`src/rtl/dbgcpu_pkg.sv`:
```
package dbgcpu_pkg;

    localparam int OP_W   = 4;
    localparam int IDX_W  = 1;
    localparam int CTRL_W = 2;

    localparam logic [OP_W-1:0] OP_NOP    = 4'h0;
    localparam logic [OP_W-1:0] OP_BWR32  = 4'h3;
    localparam logic [OP_W-1:0] OP_BRD32  = 4'h7;
    localparam logic [OP_W-1:0] OP_REG_WR = 4'h9;
    localparam logic [OP_W-1:0] OP_REG_SEL = 4'hD;

    localparam logic [31:0] CRC_POLY = 32'hEDB8_8320;
    localparam logic [31:0] CRC_INIT = 32'hFFFF_FFFF;

    typedef enum logic [3:0] {
        B_IDLE,
        B_WR_START,
        B_WR_DATA,
        B_WR_CRC,
        B_WR_MATCH,
        B_RD_STATUS,
        B_RD_DATA,
        B_RD_CRC,
        B_RD_TAIL
    } burst_st_e;

endpackage

```
`src/rtl/dbgcpu_crc_step.sv`:
```
module dbgcpu_crc_step #(
    parameter int          CRC_W = 32,
    parameter logic [CRC_W-1:0] POLY = dbgcpu_pkg::CRC_POLY
) (
    input  logic [CRC_W-1:0] crc_i,
    input  logic             bit_i,
    output logic [CRC_W-1:0] crc_o
);
    // Reflected serial update: one input bit per call.
    always_comb begin
        crc_o = crc_i >> 1;
        if (bit_i ^ crc_i[0]) begin
            crc_o = crc_o ^ POLY;
        end
    end
endmodule

```
`src/rtl/dbgcpu_cmd_dec.sv`:
```
module dbgcpu_cmd_dec
    import dbgcpu_pkg::*;
#(
    parameter int ADDR_W = 32,
    parameter int CNT_W  = 16
) (
    input  logic              clk,
    input  logic              rst_n,
    input  logic              capture_i,
    input  logic              shift_i,
    input  logic              update_i,
    input  logic              tdi_i,
    input  logic              busy_i,
    output logic              nop_p_o,
    output logic              sel_p_o,
    output logic              wr_p_o,
    output logic              bwr_p_o,
    output logic              brd_p_o,
    output logic [IDX_W-1:0]  idx_o,
    output logic [CTRL_W-1:0] wdata_o,
    output logic [ADDR_W-1:0] addr_o,
    output logic [CNT_W-1:0]  cnt_o
);
    localparam int BURST_W = 1 + OP_W + ADDR_W + CNT_W;
    localparam int REG_W   = 1 + OP_W + IDX_W + CTRL_W;
    localparam int CMD_W   = (BURST_W > REG_W) ? BURST_W : REG_W;
    localparam int OP_TOP  = CMD_W - 2;
    localparam int IDX_TOP = CMD_W - 2 - OP_W;
    localparam int DAT_TOP = IDX_TOP - IDX_W;

    logic [CMD_W-1:0] sr_q;
    logic [OP_W-1:0]  op;
    logic             act;

    // Newest bit enters at the top, so the flag always sits in the MSB.
    always_ff @(posedge clk or negedge rst_n) begin
        if (!rst_n) begin
            sr_q <= '0;
        end else if (!busy_i) begin
            if (capture_i) begin
                sr_q <= '0;
            end else if (shift_i) begin
                sr_q <= {tdi_i, sr_q[CMD_W-1:1]};
            end
        end
    end

    assign op      = sr_q[OP_TOP -: OP_W];
    assign act     = update_i && !busy_i && !sr_q[CMD_W-1];
    assign idx_o   = sr_q[IDX_TOP -: IDX_W];
    assign wdata_o = sr_q[DAT_TOP -: CTRL_W];
    assign addr_o  = sr_q[CNT_W +: ADDR_W];
    assign cnt_o   = sr_q[0 +: CNT_W];

    always_comb begin
        nop_p_o = 1'b0;
        sel_p_o = 1'b0;
        wr_p_o  = 1'b0;
        bwr_p_o = 1'b0;
        brd_p_o = 1'b0;
        if (act) begin
            unique case (op)
                OP_NOP:     nop_p_o = 1'b1;
                OP_REG_SEL: sel_p_o = 1'b1;
                OP_REG_WR:  wr_p_o  = 1'b1;
                OP_BWR32:   bwr_p_o = 1'b1;
                OP_BRD32:   brd_p_o = 1'b1;
                default:    ;
            endcase
        end
    end

    // at most one command action per update
    p_one_action_r12: assert property (@(posedge clk) disable iff (!rst_n)
        $countones({nop_p_o, sel_p_o, wr_p_o, bwr_p_o, brd_p_o}) <= 1);

    // nothing is decoded while a burst owns the scan path
    p_no_decode_busy_r11: assert property (@(posedge clk) disable iff (!rst_n)
        busy_i |-> !(bwr_p_o || brd_p_o || wr_p_o || sel_p_o || nop_p_o));
endmodule

```
`src/rtl/dbgcpu_ctrl_reg.sv`:
```
module dbgcpu_ctrl_reg
    import dbgcpu_pkg::*;
(
    input  logic              clk,
    input  logic              rst_n,
    input  logic              capture_i,
    input  logic              shift_i,
    input  logic              nop_p_i,
    input  logic              sel_p_i,
    input  logic              wr_p_i,
    input  logic [IDX_W-1:0]  idx_i,
    input  logic [CTRL_W-1:0] wdata_i,
    input  logic              bkpt_i,
    output logic              stall_o,
    output logic              reset_o,
    output logic              tdo_o
);
    logic [CTRL_W-1:0] ctrl_q;
    logic [IDX_W-1:0]  sel_q;
    logic              armed_q;
    logic [CTRL_W-1:0] out_q;
    logic [CTRL_W-1:0] view;

    assign view = (sel_q == '0) ? ctrl_q : '0;

    always_ff @(posedge clk or negedge rst_n) begin
        if (!rst_n) begin
            ctrl_q  <= '0;
            sel_q   <= '0;
            armed_q <= 1'b0;
            out_q   <= '0;
        end else begin
            if (wr_p_i && idx_i == '0) begin
                ctrl_q <= wdata_i;
            end
            if (bkpt_i) begin
                ctrl_q[0] <= 1'b1;
            end
            if (sel_p_i) begin
                sel_q <= idx_i;
            end
            if (capture_i) begin
                out_q   <= armed_q ? view : '0;
                armed_q <= 1'b0;
            end else if (shift_i) begin
                out_q <= out_q >> 1;
            end
            if (nop_p_i) begin
                armed_q <= 1'b1;
            end
        end
    end

    assign stall_o = ctrl_q[0];
    assign reset_o = ctrl_q[1];
    assign tdo_o   = out_q[0];

    p_bkpt_stall_r6: assert property (@(posedge clk) disable iff (!rst_n)
        bkpt_i |=> stall_o);

    p_reset_by_write_r3: assert property (@(posedge clk) disable iff (!rst_n)
        !$stable(reset_o) |-> $past(wr_p_i));

    p_sel_held_r5: assert property (@(posedge clk) disable iff (!rst_n)
        !$past(sel_p_i) |-> $stable(sel_q));
endmodule

```
`src/rtl/dbgcpu_burst.sv`:
```
module dbgcpu_burst
    import dbgcpu_pkg::*;
#(
    parameter int ADDR_W = 32,
    parameter int CNT_W  = 16,
    parameter int DATA_W = 32
) (
    input  logic              clk,
    input  logic              rst_n,
    input  logic              shift_i,
    input  logic              update_i,
    input  logic              tdi_i,
    input  logic              start_wr_i,
    input  logic              start_rd_i,
    input  logic [ADDR_W-1:0] addr_i,
    input  logic [CNT_W-1:0]  cnt_i,
    input  logic [DATA_W-1:0] cpu_rdata_i,
    input  logic              cpu_ack_i,
    output logic              busy_o,
    output logic              tdo_o,
    output logic              cpu_req_o,
    output logic              cpu_we_o,
    output logic [ADDR_W-1:0] cpu_addr_o,
    output logic [DATA_W-1:0] cpu_wdata_o
);
    localparam int BIT_W = $clog2(DATA_W);
    localparam logic [BIT_W-1:0]  LAST_BIT = BIT_W'(DATA_W - 1);
    localparam logic [ADDR_W-1:0] STRIDE   = ADDR_W'(DATA_W / 8);
    localparam logic [CNT_W-1:0]  ONE      = CNT_W'(1);

    burst_st_e state_q, state_nx;

    logic [ADDR_W-1:0] addr_q;
    logic [CNT_W-1:0]  xfer_left_q;
    logic [CNT_W-1:0]  fetch_left_q;
    logic [BIT_W-1:0]  bitcnt_q;
    logic [DATA_W-1:0] sh_q;
    logic [DATA_W-1:0] buf_q;
    logic              buf_vld_q;
    logic [DATA_W-1:0] wbuf_q;
    logic              rd_pend_q;
    logic              wr_pend_q;
    logic [31:0]       crc_q;
    logic [31:0]       crc_nx;
    logic              crc_bit;
    logic              match_q;
    logic              last_bit;
    logic              rd_ready;
    logic              in_read;
    logic [DATA_W-1:0] sh_in;

    assign last_bit = (bitcnt_q == LAST_BIT);
    assign rd_ready = buf_vld_q || (xfer_left_q == '0);
    assign in_read  = (state_q == B_RD_STATUS) || (state_q == B_RD_DATA);
    assign sh_in    = {tdi_i, sh_q[DATA_W-1:1]};
    assign crc_bit  = (state_q == B_RD_DATA) ? sh_q[0] : tdi_i;

    dbgcpu_crc_step #(.CRC_W(32), .POLY(CRC_POLY)) u_crc (
        .crc_i (crc_q),
        .bit_i (crc_bit),
        .crc_o (crc_nx)
    );

    // State register
    always_ff @(posedge clk or negedge rst_n) begin
        if (!rst_n) begin
            state_q <= B_IDLE;
        end else begin
            state_q <= state_nx;
        end
    end

    // Next state
    always_comb begin
        state_nx = state_q;
        if (state_q != B_IDLE && update_i) begin
            state_nx = B_IDLE;
        end else begin
            unique case (state_q)
                B_IDLE: begin
                    if (start_wr_i)      state_nx = B_WR_START;
                    else if (start_rd_i) state_nx = B_RD_STATUS;
                end
                B_WR_START: begin
                    if (shift_i && tdi_i)
                        state_nx = (xfer_left_q == '0) ? B_WR_CRC : B_WR_DATA;
                end
                B_WR_DATA: begin
                    if (shift_i && last_bit)
                        state_nx = (xfer_left_q == ONE) ? B_WR_CRC : B_WR_DATA;
                end
                B_WR_CRC: begin
                    if (shift_i && last_bit) state_nx = B_WR_MATCH;
                end
                B_WR_MATCH: state_nx = B_WR_MATCH;
                B_RD_STATUS: begin
                    if (shift_i && rd_ready)
                        state_nx = (xfer_left_q == '0) ? B_RD_CRC : B_RD_DATA;
                end
                B_RD_DATA: begin
                    if (shift_i && last_bit)
                        state_nx = (xfer_left_q == ONE) ? B_RD_CRC : B_RD_DATA;
                end
                B_RD_CRC: begin
                    if (shift_i && last_bit) state_nx = B_RD_TAIL;
                end
                B_RD_TAIL: state_nx = B_RD_TAIL;
                default:   state_nx = B_IDLE;
            endcase
        end
    end

    // Datapath
    always_ff @(posedge clk or negedge rst_n) begin
        if (!rst_n) begin
            addr_q       <= '0;
            xfer_left_q  <= '0;
            fetch_left_q <= '0;
            bitcnt_q     <= '0;
            sh_q         <= '0;
            buf_q        <= '0;
            buf_vld_q    <= 1'b0;
            wbuf_q       <= '0;
            rd_pend_q    <= 1'b0;
            wr_pend_q    <= 1'b0;
            crc_q        <= CRC_INIT;
            match_q      <= 1'b0;
        end else begin
            if (cpu_ack_i && (rd_pend_q || wr_pend_q)) begin
                if (rd_pend_q) begin
                    buf_q     <= cpu_rdata_i;
                    buf_vld_q <= 1'b1;
                end
                rd_pend_q <= 1'b0;
                wr_pend_q <= 1'b0;
                addr_q    <= addr_q + STRIDE;
            end
            if (in_read && !update_i && fetch_left_q != '0 && !buf_vld_q
                    && !rd_pend_q && !wr_pend_q) begin
                rd_pend_q    <= 1'b1;
                fetch_left_q <= fetch_left_q - ONE;
            end
            if (state_q != B_IDLE && update_i) begin
                fetch_left_q <= '0;
            end else begin
                unique case (state_q)
                    B_IDLE: begin
                        if (start_wr_i || start_rd_i) begin
                            addr_q       <= addr_i;
                            xfer_left_q  <= cnt_i;
                            fetch_left_q <= start_rd_i ? cnt_i : '0;
                            crc_q        <= CRC_INIT;
                            bitcnt_q     <= '0;
                            buf_vld_q    <= 1'b0;
                            match_q      <= 1'b0;
                        end
                    end
                    B_WR_START: begin
                        if (shift_i && tdi_i) bitcnt_q <= '0;
                    end
                    B_WR_DATA: begin
                        if (shift_i) begin
                            sh_q     <= sh_in;
                            crc_q    <= crc_nx;
                            bitcnt_q <= last_bit ? '0 : bitcnt_q + 1'b1;
                            if (last_bit) begin
                                wbuf_q      <= sh_in;
                                wr_pend_q   <= 1'b1;
                                xfer_left_q <= xfer_left_q - ONE;
                            end
                        end
                    end
                    B_WR_CRC: begin
                        if (shift_i) begin
                            sh_q     <= sh_in;
                            bitcnt_q <= last_bit ? '0 : bitcnt_q + 1'b1;
                            if (last_bit) match_q <= (sh_in[31:0] == crc_q);
                        end
                    end
                    B_RD_STATUS: begin
                        if (shift_i && rd_ready) begin
                            bitcnt_q <= '0;
                            if (xfer_left_q != '0) begin
                                sh_q      <= buf_q;
                                buf_vld_q <= 1'b0;
                            end else begin
                                sh_q <= DATA_W'(crc_q);
                            end
                        end
                    end
                    B_RD_DATA: begin
                        if (shift_i) begin
                            sh_q     <= sh_q >> 1;
                            crc_q    <= crc_nx;
                            bitcnt_q <= last_bit ? '0 : bitcnt_q + 1'b1;
                            if (last_bit) begin
                                xfer_left_q <= xfer_left_q - ONE;
                                if (xfer_left_q == ONE) begin
                                    sh_q <= DATA_W'(crc_nx);
                                end else begin
                                    sh_q      <= buf_q;
                                    buf_vld_q <= 1'b0;
                                end
                            end
                        end
                    end
                    B_RD_CRC: begin
                        if (shift_i) begin
                            sh_q     <= sh_q >> 1;
                            bitcnt_q <= last_bit ? '0 : bitcnt_q + 1'b1;
                        end
                    end
                    B_WR_MATCH, B_RD_TAIL: ;
                    default: ;
                endcase
            end
        end
    end

    // Outputs
    always_comb begin
        tdo_o = 1'b0;
        unique case (state_q)
            B_RD_STATUS:         tdo_o = rd_ready;
            B_RD_DATA, B_RD_CRC: tdo_o = sh_q[0];
            B_WR_MATCH:          tdo_o = match_q;
            default:             tdo_o = 1'b0;
        endcase
    end

    assign busy_o      = (state_q != B_IDLE);
    assign cpu_req_o   = rd_pend_q || wr_pend_q;
    assign cpu_we_o    = wr_pend_q;
    assign cpu_addr_o  = addr_q;
    assign cpu_wdata_o = wbuf_q;

    p_req_hold_r13: assert property (@(posedge clk) disable iff (!rst_n)
        cpu_req_o && !cpu_ack_i |=> cpu_req_o && $stable(cpu_addr_o)
            && $stable(cpu_we_o) && $stable(cpu_wdata_o));

    p_one_pending_r13: assert property (@(posedge clk) disable iff (!rst_n)
        !(rd_pend_q && wr_pend_q));

    p_update_ends_r11: assert property (@(posedge clk) disable iff (!rst_n)
        busy_o && update_i |=> !busy_o);

    p_write_from_data_r7: assert property (@(posedge clk) disable iff (!rst_n)
        $rose(wr_pend_q) |-> $past(state_q) == B_WR_DATA);

    p_fetch_in_read_r9: assert property (@(posedge clk) disable iff (!rst_n)
        $rose(rd_pend_q) |-> $past(in_read));
endmodule

```
`src/rtl/dbgcpu_port.sv`:
```
module dbgcpu_port
    import dbgcpu_pkg::*;
#(
    parameter int ADDR_W = 32,
    parameter int CNT_W  = 16,
    parameter int DATA_W = 32
) (
    input  logic              clk,
    input  logic              rst_n,
    input  logic              scan_sel_i,
    input  logic              scan_capture_i,
    input  logic              scan_shift_i,
    input  logic              scan_update_i,
    input  logic              scan_tdi_i,
    output logic              scan_tdo_o,
    input  logic              cpu_bkpt_i,
    output logic              cpu_stall_o,
    output logic              cpu_reset_o,
    output logic              cpu_req_o,
    output logic              cpu_we_o,
    output logic [ADDR_W-1:0] cpu_addr_o,
    output logic [DATA_W-1:0] cpu_wdata_o,
    input  logic [DATA_W-1:0] cpu_rdata_i,
    input  logic              cpu_ack_i
);
    logic cap_g, sh_g, up_g;
    logic busy;
    logic nop_p, sel_p, wr_p, bwr_p, brd_p;
    logic [IDX_W-1:0]  idx;
    logic [CTRL_W-1:0] wdata;
    logic [ADDR_W-1:0] cmd_addr;
    logic [CNT_W-1:0]  cmd_cnt;
    logic tdo_ctrl, tdo_burst;

    assign cap_g = scan_sel_i && scan_capture_i;
    assign sh_g  = scan_sel_i && scan_shift_i;
    assign up_g  = scan_sel_i && scan_update_i;

    dbgcpu_cmd_dec #(.ADDR_W(ADDR_W), .CNT_W(CNT_W)) u_dec (
        .clk       (clk),
        .rst_n     (rst_n),
        .capture_i (cap_g),
        .shift_i   (sh_g),
        .update_i  (up_g),
        .tdi_i     (scan_tdi_i),
        .busy_i    (busy),
        .nop_p_o   (nop_p),
        .sel_p_o   (sel_p),
        .wr_p_o    (wr_p),
        .bwr_p_o   (bwr_p),
        .brd_p_o   (brd_p),
        .idx_o     (idx),
        .wdata_o   (wdata),
        .addr_o    (cmd_addr),
        .cnt_o     (cmd_cnt)
    );

    dbgcpu_ctrl_reg u_ctrl (
        .clk       (clk),
        .rst_n     (rst_n),
        .capture_i (cap_g && !busy),
        .shift_i   (sh_g && !busy),
        .nop_p_i   (nop_p),
        .sel_p_i   (sel_p),
        .wr_p_i    (wr_p),
        .idx_i     (idx),
        .wdata_i   (wdata),
        .bkpt_i    (cpu_bkpt_i),
        .stall_o   (cpu_stall_o),
        .reset_o   (cpu_reset_o),
        .tdo_o     (tdo_ctrl)
    );

    dbgcpu_burst #(.ADDR_W(ADDR_W), .CNT_W(CNT_W), .DATA_W(DATA_W)) u_burst (
        .clk         (clk),
        .rst_n       (rst_n),
        .shift_i     (sh_g),
        .update_i    (up_g),
        .tdi_i       (scan_tdi_i),
        .start_wr_i  (bwr_p),
        .start_rd_i  (brd_p),
        .addr_i      (cmd_addr),
        .cnt_i       (cmd_cnt),
        .cpu_rdata_i (cpu_rdata_i),
        .cpu_ack_i   (cpu_ack_i),
        .busy_o      (busy),
        .tdo_o       (tdo_burst),
        .cpu_req_o   (cpu_req_o),
        .cpu_we_o    (cpu_we_o),
        .cpu_addr_o  (cpu_addr_o),
        .cpu_wdata_o (cpu_wdata_o)
    );

    assign scan_tdo_o = busy ? tdo_burst : tdo_ctrl;

    p_unsel_quiet_r12: assert property (@(posedge clk) disable iff (!rst_n)
        !scan_sel_i && !cpu_bkpt_i |=> $stable(cpu_stall_o) && $stable(cpu_reset_o));
endmodule

```
`config.mk`:
```
export PLATFORM = sky130hd
export DESIGN_NAME = dbgcpu_port
export DESIGN_NICKNAME = d
export VERILOG_FILES = /design/src/rtl/dbgcpu_pkg.sv /design/src/rtl/dbgcpu_crc_step.sv /design/src/rtl/dbgcpu_cmd_dec.sv /design/src/rtl/dbgcpu_ctrl_reg.sv /design/src/rtl/dbgcpu_burst.sv /design/src/rtl/dbgcpu_port.sv
export SDC_FILE = /design/constraint.sdc
export NUM_CORES = 1
export LEC_CHECK = 0
export BUFFER_PORTS_ARGS = -buffer_cell sky130_fd_sc_hd__buf_4
export CAP_MARGIN = 15
export CORE_MARGIN = 4
export CORE_UTILIZATION = 40
export CTS_BUF_LIST = sky130_fd_sc_hd__clkbuf_4 sky130_fd_sc_hd__clkbuf_8
export DETAILED_ROUTE_END_ITERATION = 10
export PLACE_DENSITY = 0.62
export SETUP_SLACK_MARGIN = 0.15
export SYNTH_ARGS = -nofsm -noshare
export SYNTH_HDL_FRONTEND = slang
export SYNTH_SLANG_ARGS = --single-unit
```
`constraint.sdc`:
```
create_clock -name clk -period 6.5 [get_ports clk]
set_clock_uncertainty 0.1 [all_clocks]
set_input_delay 0.65 -clock clk [delete_from_list [all_inputs] [get_ports clk]]
set_output_delay 0.65 -clock clk [all_outputs]
set_load 0.01 [all_outputs]
```
==> results.yml <==
place:
  gp_congestion: 0.8812
  dp_hpwl_mm: 24.96
  port_buffers: 109
  dp_slack_ns: 3.011
setup_path:
  worst-path-buf-inv: 1
  cp_max_fo: 23
  start_kind: "register"
  crit_chain: "nor2b_1 -> nand3_2 -> o21ai_0 -> buf_4"
  critPathTopFamily: "simple AND/OR/NAND/NOR gates"
  worstPathArrival_ns: 3.09
  worstSetupEndpointType: "primary output"
  slowest_delay_ns: 0.64
  critPathKind: "register to primary output"
  slowest_stage: "dfrtp_1"
  cp_data_required_time_ns: 5.75
timing:
  slew_viol_final: 0
  setup_viol: 0
  setup_tns_ns: 0
  setup_slack_ns: 2.662
  rsz0062_at_grt: "no"
  fin_crit_sh_pct: 59.04
  hold_viol: 0
  slew_headroom_pct: 21.52
  max_freq_mhz: 260.6
  fin_crit_ns: 3.838
  tightestPinTransition_ns: 1.177
global_routing:
  track_usage_pct: 19.73
  grt_pass1_wl_mm: 62.16
  grt_max_degree: 119
  overflow: 0
  antenna_found_initial: 1
  grt_pass1_vias: 11268
logic_synthesis:
  yosysWarningCount: 0
  async_flop_share_pct: 100.0
  synth_edf_count: 0
  synthFlopType: "dfrtp_1"
  ys_ff_latch: 264
  syn_area_per_cell_sq_um: 9.857
  synthesis.nets: 1465
  synthCells: 1416
  ys_types: 75
  yosysSeqAreaShare_pct: 47.62
  synth_area_sq_mm: 0.01396
pwr:
  powerDensity_mw_per_mm2: 404.5
  peakVddDrop_v: 0.0002157
  cellLeakagePower_nw: 6.825
flow_run:
  cap_viol_max_count: 0
clock_network:
  worstSkewPairLatency_ns: 0.57
  postCtsSetupRepairBufs: 0
  numClockSinks: 264
  cts_resized: 0
  cts_buffer_depth: 3
  cts_tree: "done"
  path_clk_slew_ns: 0.06
  ctsHoldBuffers: 1
  clockRootBuffer: "clkbuf_8"
  cts_inserted_buffers: 47
  htree_levels: 2
route:
  route.vias.total: 11330
  ant_nets: 0
  drt_iter0_drc: 799
  detail_route.wl_per_cell_um: 19.38
  vias_per_cell: 5.722
  drt-pass1-iter-count: 5
  wl_mm: 38.38
  drc_errors: 0
floorplan:
  die_w_um: 194.8
  start_util_pct: 40.50
  die_h_um: 194.8
  num_io_pins: 110
  coreArea_sq_mm: 0.03446
  dieArea_sq_mm: 0.03795
  rows: 68
cells_and_area:
  post-route-util_pct: 46.62
  final_nets: 1539
  nFillCells: 3270
  drive_above_1_share_pct: 21.92
  syn_to_final_growth_pct: 15.11
min_path:
  min_path_type: "input port to register"
outcome:
  status: "finished, final reports clean"
sequential cells by signal, summed over array words and instances, names as in the netlist:
| signal | count |
|---|---|
| u_dec.sr_q | 53 |
| u_burst.buf_q | 32 |
| u_burst.cpu_addr_o | 32 |
| u_burst.cpu_wdata_o | 32 |
| u_burst.crc_q | 32 |
| u_burst.sh_q | 32 |
| u_burst.fetch_left_q | 16 |
| u_burst.xfer_left_q | 16 |
| u_burst.bitcnt_q | 5 |
| u_burst.state_q | 4 |
| u_ctrl.ctrl_q | 2 |
| u_ctrl.out_q | 2 |
| u_burst.buf_vld_q | 1 |
| u_burst.cpu_we_o | 1 |
| u_burst.match_q | 1 |
| u_burst.rd_pend_q | 1 |
| u_ctrl.armed_q | 1 |
| u_ctrl.sel_q | 1 |
where the power goes:
group	internal (mW)	leakage (nW)	switching (mW)
Sequential	2.07	3.39	0.525
Clock	1.00	0.554	0.685
Combinational	0.911	2.88	1.31
Total	3.98	6.82	2.52
cell usage in the layout (no fill, tap or decap), types with 11 or more instances in the layout:
cell	count
xor2_1	18
a22o_1	55
a221oi_1	12
o32a_1	18
nand2_1	163
o21ai_0	79
dfstp_2	32
nor2_1	109
inv_1	31
xnor2_1	83
mux2_2	53
clkbuf_8	62
dfrtp_1	232
mux2i_1	23
nand3_1	48
buf_4	126
nor4_1	14
o211ai_1	19
clkbuf_4	13
nand4_1	21
o221ai_1	13
and3_1	14
a21oi_1	97
o22ai_1	11
nor3_1	18
metal layers:
| layer | share of wire (%) | up-vias | routed length (um) | GRT usage (%) |
|---|---|---|---|---|
| li1 | - | 5287 | - | - |
| met1 | 45 | 5573 | 17310 | 27.44 |
| met2 | 45 | 379 | 17310 | 30.25 |
| met3 | 6.9 | 91 | 2655 | 4.784 |
| met4 | 2.9 | 0 | 1100 | 7.008 |
| met5 | 0 | - | 0 | 0 |
final cells by class:
type	count	area [sq um]	share of cell area, %
Antenna cell	1	2.502	0.01558
Multi-Input combinational cell	1016	6681	41.59
Clock buffer	75	950.9	5.919
Sequential cell	264	6646	41.37
Tap cell	455	569.3	3.544
Inverter	31	116.4	0.7243
Clock inverter	8	96.34	0.5997
Timing Repair Buffer	130	1002	6.238
final timing paths:
kind / startpoint / slack (ns) / to / depth (start not counted)
max in group asynchronous: rst_n / 4.39 / u_burst.buf_q[10]$_DFFE_PN0P_ / 3
min in group asynchronous: rst_n / 0.56 / u_burst.fetch_left_q[0]$_DFF_PN0_ / 2
worst max-delay path: u_burst.state_q[2]$_DFFE_PN0P_ / 2.66 / scan_tdo_o / 4
worst min-delay path: cpu_bkpt_i / 0.20 / u_ctrl.ctrl_q[0]$_DFFE_PN0P_ / 2
worst max register to register: u_burst.state_q[2]$_DFFE_PN0P_ / 2.90 / u_burst.sh_q[3]$_DFFE_PN0P_ / 6
worst min register to register: u_burst.cpu_addr_o[0]$_DFFE_PN0P_ / 0.38 / u_burst.cpu_addr_o[0]$_DFFE_PN0P_ / 2
kinds of logic (layout without fill, tap and decap cells):
| logic type | count (synthesis) | after routing | share of synthesized area [%] |
|---|---|---|---|
| adder cells (fa/ha/maj) | 8 | 8 | 0.7172 |
| XOR/XNOR | 101 | 101 | 6.338 |
| buffers and inverters | 136 | 244 | 4.706 |
| other | 0 | 1 | 0 |
| multiplexers | 79 | 79 | 6.221 |
| AO/OA/AOI/OAI | 376 | 376 | 18.15 |
| AND/OR/NAND/NOR | 452 | 452 | 16.24 |
| flip-flops | 264 | 264 | 47.62 |
synthesized netlist by cell type, types with 4 or more instances:
| cell type | n | share of area, % |
|---|---|---|
| mux2i_1 | 23 | 1.6 |
| o21a_1 | 5 | 0.27 |
| clkbuf_1 | 46 | 1.2 |
| nor3_1 | 18 | 0.65 |
| o22a_1 | 4 | 0.25 |
| inv_1 | 31 | 0.83 |
| nand4_1 | 21 | 0.94 |
| nor2_1 | 109 | 2.9 |
| a21oi_1 | 98 | 3.5 |
| nor2b_1 | 5 | 0.22 |
| ha_1 | 8 | 0.72 |
| a31oi_1 | 9 | 0.40 |
| nor3_2 | 4 | 0.29 |
| o22ai_1 | 11 | 0.49 |
| dfrtp_1 | 232 | 42 |
| buf_4 | 8 | 0.43 |
| and3_1 | 14 | 0.63 |
| buf_6 | 10 | 0.81 |
| mux2_2 | 53 | 4.3 |
| xor2_1 | 18 | 1.1 |
| xnor2_1 | 83 | 5.2 |
| a221oi_1 | 12 | 0.75 |
| nand2_1 | 164 | 4.4 |
| nand3b_1 | 6 | 0.32 |
| o21ai_0 | 79 | 2.8 |
| o211ai_1 | 19 | 1.0 |
| buf_1 | 8 | 0.22 |
| and4_1 | 6 | 0.38 |
| nor4_2 | 9 | 0.81 |
| or3_1 | 6 | 0.27 |
| o2bb2ai_1 | 10 | 0.63 |
| buf_2 | 33 | 1.2 |
| o21ai_1 | 10 | 0.36 |
| o32a_1 | 18 | 1.3 |
| nand3_1 | 48 | 1.7 |
| a22o_1 | 55 | 3.5 |
| nor4_1 | 14 | 0.63 |
| dfstp_2 | 32 | 6.0 |
| a211oi_1 | 10 | 0.54 |
| o221ai_1 | 13 | 0.82 |
through the flow:
stage	instance area (sq um)	total power [mW]	cells	hold WS, ns
6_report	16070	6.499	1980	0.2038
5_1_grt	16070	6.922	1980	0.1812
4_1_cts	16050	6.528	1978	0.1682
3_5_place_dp	14990	4.802	1894	0.3735
3_3_place_gp	14990	4.747	1894	0.3673
2_1_floorplan	13960	4.168	1416	0.2544
(Power assumes the default switching activity.)
